## config.mk

```make
export PLATFORM = sky130hd
export DESIGN_NAME = cfg_bridge_shim
export DESIGN_NICKNAME = d
export VERILOG_FILES = /design/src/rtl/cfg_shim_pkg.sv /design/src/rtl/cfg_shim_decode.sv /design/src/rtl/cfg_shim_shadow.sv /design/src/rtl/cfg_shim_patch.sv /design/src/rtl/cfg_bridge_shim.sv
export SDC_FILE = /design/constraint.sdc
export NUM_CORES = 1
export LEC_CHECK = 0
export BUFFER_PORTS_ARGS = -buffer_cell sky130_fd_sc_hd__buf_2
export CORE_MARGIN = 2
export CORE_UTILIZATION = 54
export DETAILED_ROUTE_END_ITERATION = 8
export PLACE_DENSITY = 0.77
export SYNTH_ARGS = -nofsm -noshare
export SYNTH_HDL_FRONTEND = slang
export SYNTH_SLANG_ARGS = --single-unit
```

## constraint.sdc

```tcl
create_clock -name clk_i -period 1.6 [get_ports clk_i]
set_clock_uncertainty 0.05 [all_clocks]
set_input_delay 0.32 -clock clk_i [delete_from_list [all_inputs] [get_ports clk_i]]
set_output_delay 0.32 -clock clk_i [all_outputs]
set_load 0.02 [all_outputs]
```

## src/rtl/cfg_shim_pkg.sv

```systemverilog
package cfg_shim_pkg;
  localparam int unsigned DATA_W      = 32;
  localparam int unsigned BE_W        = DATA_W / 8;
  localparam int unsigned NUM_SHADOW  = 11;
  localparam int unsigned SLOT_W      = $clog2(NUM_SHADOW);
  localparam int unsigned SHADOW_BASE = 4;   // dword index of offset 0x10
  localparam int unsigned SHADOW_LAST = 12;  // dword index of offset 0x30
  localparam int unsigned IDX_CLASS   = 2;
  localparam int unsigned IDX_HDR     = 3;
  localparam int unsigned IDX_BAR0    = 4;
  localparam int unsigned IDX_BAR1    = 5;
  localparam int unsigned IDX_BUS     = 6;
  localparam int unsigned IDX_IOWIN   = 7;
  localparam int unsigned IDX_PFWIN   = 9;
  localparam int unsigned IDX_ROM     = 14;

  localparam logic [23:0] BRIDGE_CLASS = 24'h060400;
  localparam logic [6:0]  HDR_TYPE1    = 7'h01;

  typedef enum logic [1:0] {
    PATCH_NONE  = 2'd0,
    PATCH_CLASS = 2'd1,
    PATCH_HDR   = 2'd2
  } patch_e;

  function automatic logic [DATA_W-1:0] merge_bytes(
    input logic [DATA_W-1:0] old_d,
    input logic [DATA_W-1:0] new_d,
    input logic [BE_W-1:0]   be
  );
    logic [DATA_W-1:0] r;
    for (int b = 0; b < BE_W; b++)
      r[b*8 +: 8] = be[b] ? new_d[b*8 +: 8] : old_d[b*8 +: 8];
    return r;
  endfunction

  // Reset image of a shadow slot (slot = dword index - SHADOW_BASE)
  function automatic logic [DATA_W-1:0] slot_reset(input int unsigned slot);
    if (slot == IDX_IOWIN - SHADOW_BASE) return 32'h0000_0101;
    if (slot == IDX_PFWIN - SHADOW_BASE) return 32'h0001_0001;
    return '0;
  endfunction
endpackage

```

## src/rtl/cfg_shim_decode.sv

```systemverilog
module cfg_shim_decode
  import cfg_shim_pkg::*;
#(
  parameter int unsigned ADDR_W = 10
) (
  input  logic [ADDR_W-1:0] addr_i,
  output logic              hit_o,
  output logic [SLOT_W-1:0] slot_o,
  output logic              zero_o,
  output logic              bus_o,
  output patch_e            patch_o
);
  logic [ADDR_W-1:0] off;
  logic              in_block;

  assign off      = addr_i - ADDR_W'(SHADOW_BASE);
  assign in_block = (addr_i >= ADDR_W'(SHADOW_BASE)) && (addr_i <= ADDR_W'(SHADOW_LAST));
  assign hit_o    = in_block || (addr_i == ADDR_W'(IDX_ROM));
  assign slot_o   = off[SLOT_W-1:0];
  assign zero_o   = (addr_i == ADDR_W'(IDX_BAR0)) || (addr_i == ADDR_W'(IDX_BAR1)) ||
                    (addr_i == ADDR_W'(IDX_ROM));
  assign bus_o    = (addr_i == ADDR_W'(IDX_BUS));

  always_comb begin
    patch_o = PATCH_NONE;
    if (addr_i == ADDR_W'(IDX_CLASS))    patch_o = PATCH_CLASS;
    else if (addr_i == ADDR_W'(IDX_HDR)) patch_o = PATCH_HDR;
  end
endmodule

```

## src/rtl/cfg_shim_shadow.sv

```systemverilog
module cfg_shim_shadow
  import cfg_shim_pkg::*;
(
  input  logic              clk_i,
  input  logic              rst_ni,
  input  logic              we_i,
  input  logic [SLOT_W-1:0] slot_i,
  input  logic [BE_W-1:0]   be_i,
  input  logic [DATA_W-1:0] wdata_i,
  input  logic              zero_i,
  output logic [DATA_W-1:0] rdata_o
);
  logic [DATA_W-1:0] regs_w [NUM_SHADOW];

  for (genvar g = 0; g < NUM_SHADOW; g++) begin : g_slot
    logic [DATA_W-1:0] q;
    always_ff @(posedge clk_i or negedge rst_ni) begin
      if (!rst_ni) begin
        q <= slot_reset(g);
      end else if (we_i && (slot_i == SLOT_W'(g))) begin
        // merge first, then the forced-zero rule wins
        q <= zero_i ? '0 : merge_bytes(q, wdata_i, be_i);
      end
    end
    assign regs_w[g] = q;
  end

  always_comb begin
    rdata_o = '0;
    for (int i = 0; i < NUM_SHADOW; i++)
      if (slot_i == SLOT_W'(i)) rdata_o = regs_w[i];
  end
endmodule

```

## src/rtl/cfg_shim_patch.sv

```systemverilog
module cfg_shim_patch
  import cfg_shim_pkg::*;
(
  input  patch_e            kind_i,
  input  logic [DATA_W-1:0] raw_i,
  output logic [DATA_W-1:0] fix_o
);
  always_comb begin
    fix_o = raw_i;
    unique case (kind_i)
      PATCH_CLASS: fix_o[31:8]  = BRIDGE_CLASS;
      PATCH_HDR:   fix_o[22:16] = HDR_TYPE1;
      default:     fix_o = raw_i;
    endcase
  end
endmodule

```

## src/rtl/cfg_bridge_shim.sv

```systemverilog
module cfg_bridge_shim
  import cfg_shim_pkg::*;
#(
  parameter int unsigned ADDR_W = 10
) (
  input  logic              clk_i,
  input  logic              rst_ni,
  input  logic              req_valid_i,
  input  logic              req_write_i,
  input  logic [ADDR_W-1:0] req_addr_i,
  input  logic [3:0]        req_be_i,
  input  logic [31:0]       req_wdata_i,
  output logic              rsp_valid_o,
  output logic [31:0]       rsp_rdata_o,
  output logic              dn_valid_o,
  output logic              dn_write_o,
  output logic [ADDR_W-1:0] dn_addr_o,
  output logic [3:0]        dn_be_o,
  output logic [31:0]       dn_wdata_o,
  input  logic              dn_rvalid_i,
  input  logic [31:0]       dn_rdata_i,
  output logic [7:0]        local_bus_o
);
  logic              hit, zero, bus_dw;
  logic [SLOT_W-1:0] slot;
  patch_e            patch_kind, pend_kind_q;
  logic [DATA_W-1:0] sh_rdata, fixed_data;
  logic              sh_we, sh_rd, dn_rd;
  logic              rsp_valid_q;
  logic [DATA_W-1:0] rsp_data_q;
  logic [7:0]        local_bus_q;

  cfg_shim_decode #(.ADDR_W(ADDR_W)) u_dec (
    .addr_i (req_addr_i),
    .hit_o  (hit),
    .slot_o (slot),
    .zero_o (zero),
    .bus_o  (bus_dw),
    .patch_o(patch_kind)
  );

  assign sh_we = req_valid_i &  req_write_i & hit;
  assign sh_rd = req_valid_i & ~req_write_i & hit;
  assign dn_rd = req_valid_i & ~req_write_i & ~hit;

  cfg_shim_shadow u_shadow (
    .clk_i  (clk_i),
    .rst_ni (rst_ni),
    .we_i   (sh_we),
    .slot_i (slot),
    .be_i   (req_be_i),
    .wdata_i(req_wdata_i),
    .zero_i (zero),
    .rdata_o(sh_rdata)
  );

  cfg_shim_patch u_patch (
    .kind_i(pend_kind_q),
    .raw_i (dn_rdata_i),
    .fix_o (fixed_data)
  );

  assign dn_valid_o = req_valid_i & ~hit;
  assign dn_write_o = req_write_i;
  assign dn_addr_o  = req_addr_i;
  assign dn_be_o    = req_be_i;
  assign dn_wdata_o = req_wdata_i;

  // one pass-through read outstanding: remember which patch its data needs
  always_ff @(posedge clk_i or negedge rst_ni) begin
    if (!rst_ni)    pend_kind_q <= PATCH_NONE;
    else if (dn_rd) pend_kind_q <= patch_kind;
  end

  always_ff @(posedge clk_i or negedge rst_ni) begin
    if (!rst_ni) begin
      rsp_valid_q <= 1'b0;
      rsp_data_q  <= '0;
    end else begin
      rsp_valid_q <= sh_rd | dn_rvalid_i;
      if (dn_rvalid_i) rsp_data_q <= fixed_data;
      else if (sh_rd)  rsp_data_q <= sh_rdata;
    end
  end

  always_ff @(posedge clk_i or negedge rst_ni) begin
    if (!rst_ni)                          local_bus_q <= '0;
    else if (sh_we && bus_dw && req_be_i[1]) local_bus_q <= req_wdata_i[15:8];
  end

  assign rsp_valid_o = rsp_valid_q;
  assign rsp_rdata_o = rsp_data_q;
  assign local_bus_o = local_bus_q;
endmodule

```

# ---- Word-level counts from Yosys, hierarchy flattened
# Index checks and enable logic that the tools add are counted.
# W data, S select, Z words.
dict set report totals {
  elab_cells 168
  output_inout_bits 89
  input_bits 83
  register_bits 395
}
dict set report classes {
  reduce_logical 67
  addsub 1
  n_bitwise 9
  magnitude_cmp 2
  n_eq_ne 18
  muxes 23
}
# cell n
set op_table {}
lappend op_table {{$mux W32} 14}
lappend op_table {{$reduce_and A2 Y1} 44}
lappend op_table {{$mux W8} 5}
lappend op_table {{$eq A10 B3 Y1 const B} 3}
lappend op_table {{$eq A10 B2 Y1 const B} 2}
lappend op_table {{$eq A4 B3 Y1 const B} 4}
lappend op_table {{$logic_and A1 B1 Y1} 14}
lappend op_table {{$pmux W7 S2} 1}
lappend op_table {{$eq A4 B4 Y1 const B} 3}
lappend op_table {{$eq A10 B4 Y1 const B} 1}
lappend op_table {{$ge A10 B3 Y1 const B} 1}
lappend op_table {{$le A10 B4 Y1 const B} 1}
lappend op_table {{$reduce_bool A2 Y1} 5}
lappend op_table {{$mux W9} 1}
lappend op_table {{$eq A4 B2 Y1 const B} 2}
lappend op_table {{$and A1 B1 Y1} 6}
lappend op_table {{$eq A4 B1 Y1 const B} 1}
lappend op_table {{$logic_not A4 Y1} 1}
lappend op_table {{$mux W2} 2}
lappend op_table {{$sub A4 B3 Y4 const B} 1}
lappend op_table {{$logic_or A1 B1 Y1} 3}
lappend op_table {{$eq A2 B1 Y1 const B} 1}
lappend op_table {{$eq A2 B2 Y1 const B} 1}
lappend op_table {{$not A1 Y1} 2}
lappend op_table {{$or A1 B1 Y1} 1}

# ---- Depth between registers and ports, before layout
# Gate-level depths: netlist of run 1.
dict set report logic_depth {
  ltp_word 15
  ltp_mapped 9
}

# ---- Cells and area by module
# Synthesis of run 1 repeated with hierarchy kept, for this count alone.
dict set report unflattened {
  cells_unflattened 2016
  hier_area_um2 19164.6
}
# module n_inst area_each_um2 cells_each
set by_module_without_submodules {}
lappend by_module_without_submodules {cfg_shim_shadow 1 16291.9 1776}
lappend by_module_without_submodules {cfg_bridge_shim 1 2431.1 179}
lappend by_module_without_submodules {cfg_shim_patch 1 274.0 37}
lappend by_module_without_submodules {cfg_shim_decode 1 167.7 24}

# ---- Least setup slack after synthesis of run 1
# OpenSTA, ideal clock, no wires.
dict set report synth_timing {
  kind {input -> register}
  start {in req_addr_i[9]}
  end {reg rsp_data_q[26], in the netlist rsp_rdata_o[26]}
  path_buffers 3
  path_stages 8
  path_slack_ps -218
  required_time_ps 1427
  t_arrival_ps 1646
  cell_sequence {nor4_4 and4_1 buf_6 buf_8 nand3_2 buf_4 a221oi_2 nor2_1}
}
dict set report synth_between {
  elab_chain_cells 5
}
# element line
set synth_rtl {}
lappend synth_rtl {{from (decl)} cfg_bridge_shim.sv:10} ;# input logic [ADDR_W-1:0] req_addr_i,
lappend synth_rtl {{$ge A10 B3 Y1 or $le A10 B4 Y1 (tied branches)} cfg_shim_decode.sv:17} ;# assign in_block = (addr_i >= ADDR_W'(SHADOW_BASE)) && (addr_i <= ADDR_W'(SHADOW_LAST));
lappend synth_rtl {{$logic_and A1 B1 Y1} cfg_shim_decode.sv:17}
lappend synth_rtl {{$logic_or A1 B1 Y1 *} cfg_shim_decode.sv:18} ;# assign hit_o = in_block || (addr_i == ADDR_W'(IDX_ROM));
lappend synth_rtl {{$and A1 B1 Y1 *} cfg_bridge_shim.sv:43} ;# assign sh_rd = req_valid_i & ~req_write_i & hit;
lappend synth_rtl {{$reduce_bool A2 Y1 (no line) *} --}
lappend synth_rtl {{to (signal assigned)} cfg_bridge_shim.sv:81} ;# if (dn_rvalid_i) rsp_data_q <= fixed_data;
lappend synth_rtl {{to (signal assigned)} cfg_bridge_shim.sv:82} ;# else if (sh_rd) rsp_data_q <= sh_rdata;
lappend synth_rtl {{to (decl)} cfg_bridge_shim.sv:30} ;# logic [DATA_W-1:0] rsp_data_q;
# Every way passes the cells marked *; elsewhere a longest branch is shown, timed or not.
# A chain may end at the register's enable or synchronous reset.

# ---- Worst setup path after layout of run 1
dict set report layout_timing {
  start {reg u_shadow.g_slot[3].q[17]}
  end {reg rsp_data_q[17], in the netlist rsp_rdata_o[17]}
}
dict set report layout_between {
  elab_chain_cells 10
}
# element line
set layout_rtl {}
lappend layout_rtl {{from (decl)} cfg_shim_shadow.sv:16} ;# logic [DATA_W-1:0] q;
lappend layout_rtl {{from (signal assigned)} cfg_shim_shadow.sv:19} ;# q <= slot_reset(g);
lappend layout_rtl {{from (signal assigned)} cfg_shim_shadow.sv:22} ;# q <= zero_i ? '0 : merge_bytes(q, wdata_i, be_i);
lappend layout_rtl {{$mux W32 (8 in series)} cfg_shim_shadow.sv:31} ;# if (slot_i == SLOT_W'(i)) rdata_o = regs_w[i];
lappend layout_rtl {{$mux W32} cfg_bridge_shim.sv:82}
lappend layout_rtl {{$mux W32} cfg_bridge_shim.sv:81}
# No other way between the ends. The select of a mux whose other input is x is not followed.

==> out/results.ini, run 1 <==
[layout]
nFillCells=2290
num-nets-final=2180
area_growth_syn_to_layout_pct=30.33
final_common_cell=dfrtp_1
most-common-layout-cells=dfrtp_1 (386), nand2_1 (295), buf_4 (201)
layout-drive-gt1-share_pct=31.83
antenna_cells=0
multiInputGateArea_um2=7843
final_cells=2575
seq_area_um2=9764

[synthesis]
syn_avg_cell_area_um2=10.26
synth_edf_count=0
syn_nets=1854
yosys_register_bits=390
ys_async_sr_fraction_pct=100.0
yosys_warnings=0
synthFlopType=dfrtp_1
synth_cell_types=77
yosysSeqAreaShare_pct=53.78
synth.cell_area_um2=18150
postSynthCellCount=1769

[run_status]
violations=negative setup slack
outcome=finished, violations left

[pwr]
power_density_nw_per_um2=946.3
leakage_nw=11.25
sw_frac_of_total_pct=25.14
p_comb_share_pct=11.0
p_sw_mw=5.630
seqPwrFrac_pct=44.7
pwr-share-clk_pct=44.2
internal_power_mw=16.76
ir_drop_v=0.0009103

[clocking]
cts-root-buf=clkbuf_16
cts_tree=built
clkTransAtPathRegs_ns=0.06
ctsLongestPathBuffers=3
cts_buffers=42
clk_latency_ns=0.57
cts.sink_count=390
htreeDepth=2

[placed_design]
dp_cells=2463
gp_congestion=0.9503
dp_hpwl_um=39890
io_buffers=171
place_ws_ns=-0.6990

[drt]
antenna_left=0
drtPass1Iterations=5
wl_per_cell_um=22.87
vias_per_cell=6.049
drc=0
wirelength_um=58880
drt_iter0_markers=1858
vias=15580

[setup_path]
arrival_ns=2.14
reg2reg_slack_ns=-0.15
cp_slowest_cell=mux4_2
r2r-end=rsp_rdata_o[17]
path_buf_inv=0
rr_startpoint=u_shadow.g_slot[3].q[17]
path_max_fanout=2
critical_path.endpoint_type=register
reg2regPathDepth=5
slowest_delay_ns=0.57
cp_top_family=multiplexers
path_class=reg -> reg
start_kind=register
path_cells=mux4_2 -> a32o_2 -> a21oi_2 -> nand4_1 -> o311a_1
cp.required_ns=2.00

[sta]
fin_ws_ns=-0.1456
worst_hold_slack_ns=0.01134
layout_min_cycle_time_ns=1.746
tightest_slew_ns=0.6816
final_max_slew_viol_count=0
fmax_mhz=572.9
min_period_over_period_pct=109.1
slew_headroom_pct=54.56
hold_viol=0
setup_viol=8
setup_tns_ns=-0.5342
rsz0062_at_grt=yes

[grt]
grt_pass1_vias=15120
grt_pass1_wl_um=87910
overflow=0
grt_max_degree=51
grt_antenna_before_repair=1
grt_usage_pct=32.36

[die]
die_area_um2=35100
start_util_pct=54.55
coreArea_um2=33280
num_rows=67
ioPinCount=172
die_w_um=187.4
die_y_um=187.4

[min_path]
hold_depth=3
hold_start=dn_rdata_i[29]
hp-class=in -> reg
hold_path_end=rsp_rdata_o[29]

[job]
drv_cap=0

cell usage after synthesis, drive strengths merged (8+ instances only):
| cell | number | area [um2] |
|---|---|---|
| mux4 | 12 | 270.3 |
| o221ai | 10 | 87.58 |
| buf | 130 | 868.3 |
| nand2 | 302 | 1134 |
| and2 | 67 | 419.2 |
| nor2 | 53 | 235.2 |
| a22oi | 28 | 210.2 |
| dfrtp | 386 | 9659 |
| o21ai | 332 | 1662 |
| nand4 | 30 | 564.3 |
| o22ai | 20 | 125.1 |
| nand3 | 23 | 120.1 |
| mux2i | 54 | 540.5 |
| nand2b | 13 | 86.34 |
| mux2 | 15 | 176.4 |
| o31ai | 11 | 82.58 |
| a2bb2oi | 9 | 78.83 |
| o211ai | 10 | 75.07 |
| a21oi | 36 | 183.9 |
| nor2b | 46 | 287.8 |
| a221o | 8 | 80.08 |
| inv | 12 | 45.04 |
| clkbuf | 63 | 236.5 |
power groups by stage:
stage | Combinational (mW) | Sequential (mW) | Clock [mW]
after floorplan | 0.932 | 10.3 | 0
after global placement | 2.24 | 10.2 | 0
after detailed placement | 2.27 | 10.2 | 0
after CTS | 2.35 | 10.0 | 9.97
after global routing | 2.60 | 10.0 | 10.4
final | 2.47 | 10.0 | 9.91
flip-flops by register name, summed over array words and instances, names as in the netlist:
signal,cells
rsp_valid_o,1
u_shadow.g_slot.q,347
local_bus_o,8
pend_kind_q,2
rsp_rdata_o,32
through the flow:
stage / utilization [%] / instance area, um2 / power, mW
floorplan: - / 18570 / 11.21
detailed placement: 64.37 / 21420 / 12.46
global route: 71.10 / 23660 / 23.03
global placement: 64.37 / 21420 / 12.43
CTS: 69.62 / 23170 / 22.34
finish: 71.10 / 23660 / 22.39
how the worst max path moves through the flow:
stage | cells past startpoint | from | end
after floorplan | 8 | req_addr_i[4] | rsp_rdata_o[26]
after global placement | 9 | req_addr_i[0] | rsp_rdata_o[9]
after detailed placement | 9 | req_addr_i[0] | rsp_rdata_o[9]
after CTS | 5 | u_shadow.g_slot[3].q[17] | rsp_rdata_o[17]
after global routing | 5 | u_shadow.g_slot[3].q[17] | rsp_rdata_o[17]
final | 5 | u_shadow.g_slot[3].q[17] | rsp_rdata_o[17]
tightest hold or removal path: stages:
cell and delay (ns):
buf_2 0.08, a22o_1 0.12, a21o_1 0.08
logic make-up after synthesis:
| logic type | after synthesis | share of synthesized area, % |
|---|---|---|
| adder cells (fa/ha/maj) | 2 | 0.1378 |
| multiplexers | 81 | 5.438 |
| AO/OA/AOI/OAI | 518 | 16.78 |
| flip-flops | 390 | 53.78 |
| AND/OR/NAND/NOR | 573 | 17.53 |
| buffers and inverters | 205 | 6.333 |
layout make-up:
| cell class | instances | share of cell area [%] |
|---|---|---|
| sequential | 390 | 41.27 |
| multi-input combinational | 1184 | 33.14 |
| timing repair buffer | 465 | 17.02 |
| clock buffer | 59 | 5.309 |
| tap | 448 | 2.369 |
| clock inverter | 17 | 0.6980 |
| inverter | 12 | 0.1904 |
routing by layer:
layer,global-route usage [%],part of all wire [%]
met3,7.298,9.9
met1,45.39,41
met2,49.56,45
met4,12.21,3.9
met5,0,0
timing repair:
item,CTS,global route
setup endpoints to repair,16,68
resized for setup,32,68
setup buffers,2,13
cloned,0,10
hold buffers,17,0
hold endpoints to repair,267,0
pin swaps,13,34
No activity file was read; power rests on OpenSTA's default activity.
==> inputs of run 2 (changes only) <==
- ABC_AREA: unset -> 1
- CORE_UTILIZATION: 54 -> 53
- PLACE_DENSITY: 0.77 -> 0.76
==> run 2 against run 1 <==
The flow still finishes with violations (negative setup slack). Flip-flop and latch count up 5. Worst hold slack better by 0.012 ns. Die area is 2.7% lower. Final cell count grew 7.7%. Core utilization down 5.9 points. Maximum frequency up 5.2%. Via count shrank 5.7%. Worst setup slack better by 0.086 ns. Critical path depth increased by 4. Final area fell by 11%. Register-to-register slack improved by 0.22 ns. Clock-buffer cell count fell by 5. Critical path type is now in -> out. Highest routed layer unchanged.
==> out/results.ini, run 2 <==
[setup_path]
path_max_fanout=5  ; was 2
path_cells=clkbuf_4 -> nor2_4 -> inv_2 -> o21ai_4 -> nor2_4 -> buf_4 -> nor2_4 -> buf_4 -> buf_6  ; was mux4_2 -> a32o_2 -> a21oi_2 -> nand4_1 -> o311a_1
cp_slowest_cell=buf_4  ; was mux4_2
cp_common_cell=nor2_4
reg2reg_slack_ns=0.07  ; was -0.15 ns
start_kind=input pin  ; was register
slowest_delay_ns=0.16  ; was 0.57 ns
critical_path.endpoint_type=output pin  ; was register
path_class=in -> out  ; was reg -> reg
arrival_ns=1.29  ; was 2.14 ns
cp.required_ns=1.23  ; was 2.00 ns

[job]
drv_cap=0  ; unchanged

[placed_design]
place_ws_ns=-0.6520  ; was -0.6990 ns
gp_congestion=0.9128  ; was 0.9503
post_dp_cell_area_um2=19520  ; was 21420 um2
dp_hpwl_um=32700  ; was 39890 um
io_buffers=171  ; unchanged

[synthesis]
synth.cell_area_um2=17330  ; was 18150 um2
yosys-top-cells-area=dfrtp_1 (56%), nand2_1 (16%), o21ai_0 (7.4%), inv_1 (4.4%), nor2_1 (2.7%)  ; was dfrtp_1 (53%), o21ai_0 (8.1%), nand2_1 (6.2%), mux2i_1 (3.0%), nand4_4 (2.7%)
synth_edf_count=0  ; unchanged
yosys_register_bits=395  ; was 390
yosysTopAreaCell=dfrtp_1  ; unchanged
synth_commonest_cells=nand2_1 (751), dfrtp_1 (391), o21ai_0 (256)  ; was dfrtp_1 (386), nand2_1 (302), o21ai_0 (295)
synthFlopType=dfrtp_1  ; unchanged
synth_top_cell_area_share_pct=56.47  ; was 53.20%
synth_cell_types=29  ; was 77
postSynthCellCount=2116  ; was 1769
syn_nets=2201  ; was 1854
yosysSeqAreaShare_pct=57.08  ; was 53.78%
yosys.cell_count.top_type=nand2_1  ; was dfrtp_1
ys_async_sr_fraction_pct=100.0  ; unchanged
yosys_warnings=0  ; unchanged
syn_avg_cell_area_um2=8.188  ; was 10.26 um2

[sta]
setup_viol=11  ; was 8
slew_headroom_pct=72.72  ; was 54.56%
fin_ws_ns=-0.05970  ; was -0.1456 ns
fmax_mhz=602.5  ; was 572.9 MHz
min_period_over_period_pct=103.7  ; was 109.1%
worst_hold_slack_ns=0.02374  ; was 0.01134 ns
final_max_slew_viol_count=0  ; unchanged
layout_min_cycle_time_ns=1.660  ; was 1.746 ns
rsz0062_at_grt=yes  ; unchanged
setup_tns_ns=-0.2673  ; was -0.5342 ns
hold_viol=0  ; unchanged
tightest_slew_ns=0.4093  ; was 0.6816 ns

[clocking]
clkTransAtPathRegs_ns=0.06  ; about the same
cts_tree=built  ; unchanged
ctsLongestPathBuffers=3  ; unchanged
clk_latency_ns=0.53  ; was 0.57 ns
cts_buffers=41  ; was 42
cts-root-buf=clkbuf_16  ; unchanged
cts.sink_count=395  ; was 390
htreeDepth=2  ; unchanged

[die]
num_rows=66  ; was 67
die_w_um=184.8  ; was 187.4 um
coreArea_um2=32370  ; was 33280 um2
die_y_um=184.8  ; was 187.4 um
ioPinCount=172  ; unchanged
die_area_um2=34150  ; was 35100 um2
start_util_pct=53.53  ; was 54.55%

[drt]
drt_iter0_markers=1140  ; was 1858
wirelength_um=46190  ; was 58880 um
antenna_left=0  ; unchanged
drc=0  ; unchanged
vias_per_cell=5.301  ; was 6.049
drtPass1Iterations=5  ; unchanged
vias=14690  ; was 15580
wl_per_cell_um=16.66  ; was 22.87 um

[layout]
area_growth_syn_to_layout_pct=21.86  ; was 30.33%
regMostFlops=u_shadow.g_slot.q  ; unchanged
final_common_cell=nand2_1  ; was dfrtp_1
largest_reg_flops=352  ; was 347
num-nets-final=2385  ; was 2180
most-common-layout-cells=nand2_1 (727), dfrtp_1 (391), o21ai_0 (204)  ; was dfrtp_1 (386), nand2_1 (295), buf_4 (201)
antenna_cells=0  ; unchanged
layout-drive-gt1-share_pct=19.31  ; was 31.83%
final_area_um2=21110  ; was 23660 um2
nFillCells=2609  ; was 2290

[grt]
grt_usage_pct=27.58  ; was 32.36%
grt_pass1_wl_um=73940  ; was 87910 um
grt_max_degree=79  ; was 51
grt_pass1_vias=14490  ; was 15120
grt_antenna_before_repair=0  ; was 1
overflow=0  ; unchanged

[run_status]
outcome=finished, violations left  ; unchanged
violations=negative setup slack  ; unchanged

[pwr]
leakage_nw=11.15  ; was 11.25 nW
total_power_mw=21.90  ; was 22.39 mW
ir_drop_v=0.0007235  ; was 0.0009103 V
power_density_nw_per_um2=1037  ; was 946.3 nW/um2

[min_path]
hp-class=in -> reg  ; unchanged

==> run 2: cell types whose count changed in the layout (fill, tap and decap cells not counted), sizes merged, moves of 65 or more <==
| cell | before | now |
|---|---|---|
| nand2 | 302 | 760 |
| buf | 448 | 300 |
| o21ai | 332 | 267 |
| and2 | 67 | 0 |
| inv | 14 | 211 |
| nor2 | 53 | 133 |
==> run 2: critical path: cells and delay by family <==
family                 cells  cell delay, ns
and+or+nand+nor            3            0.30
AOI/OAI and AO/OA          1            0.06
buffers and inverters      5            0.60
==> run 2: metal layers <==
metal | global-route usage [%] | vias to the layer above | wire length [um] | part of all wire [%]
met1 | 34.79 | 7128 | 18510 | 40
met5 | 0 | - | 0 | 0
li1 | - | 6935 | - | -
met3 | 3.303 | 126 | 2317 | 5.0
met2 | 48.10 | 504 | 23380 | 51
met4 | 11.94 | 0 | 1979 | 4.3
==> run 2: area by class of cell <==
type	count	area, um2	share of cell area (%)
clock buffers	54	1167	5.529
repair buffers	304	2359	11.17
multi-input cells	1347	6082	28.81
well taps	442	553.0	2.619
flip-flops and latches	395	9889	46.84
clock inverters	19	265.3	1.256
inverters	211	798.3	3.781
==> run 2: final timing paths <==
path / from / end / cells past startpoint
setup reg to reg: u_shadow.g_slot[1].q[12] / rsp_rdata_o[12] / 8
hold / removal: req_wdata_i[12] / local_bus_o[4] / 3
setup / recovery: req_addr_i[3] / dn_valid_o / 9
hold reg to reg: u_shadow.g_slot[9].q[7] / u_shadow.g_slot[9].q[7] / 0
min in group asynchronous: rst_ni / u_shadow.g_slot[2].q[13] / 2
max in group asynchronous: rst_ni / u_shadow.g_slot[5].q[16] / 4
==> run 2: metrics by stage <==
stage | std cells | utilization, %
floorplan | 2116 | -
global placement | 2695 | 60.29
detailed placement | 2695 | 60.29
CTS | 2771 | 64.96
global route | 2772 | 65.23
finish | 2772 | 65.23
==> run 2: kinds of logic (layout without fill, tap and decap cells) <==
kind of cell,Yosys count,count (layout),share of synthesized area [%]
fa+ha+maj,2,2,0.1444
buf+inv,374,588,9.337
flops,395,395,57.08
simple gates,1003,1003,23.38
compound gates,342,342,10.06
==> run 2: timing repair <==
action / CTS / global route
gates resized for setup: 15 / 28
hold endpoints to repair: 161 / 0
hold buffers: 3 / 0
pin swaps: 1 / 2
endpoints found under the setup margin: 59 / 121
setup buffers: 0 / 1
==> run 2: power breakdown <==
group / internal [mW] / leakage (nW) / total (mW) / switching (mW)
clock network: 6.13 / 0.703 / 10.1 / 3.99
logic: 0.558 / 5.01 / 1.63 / 1.07
registers: 10.1 / 5.43 / 10.2 / 0.0583
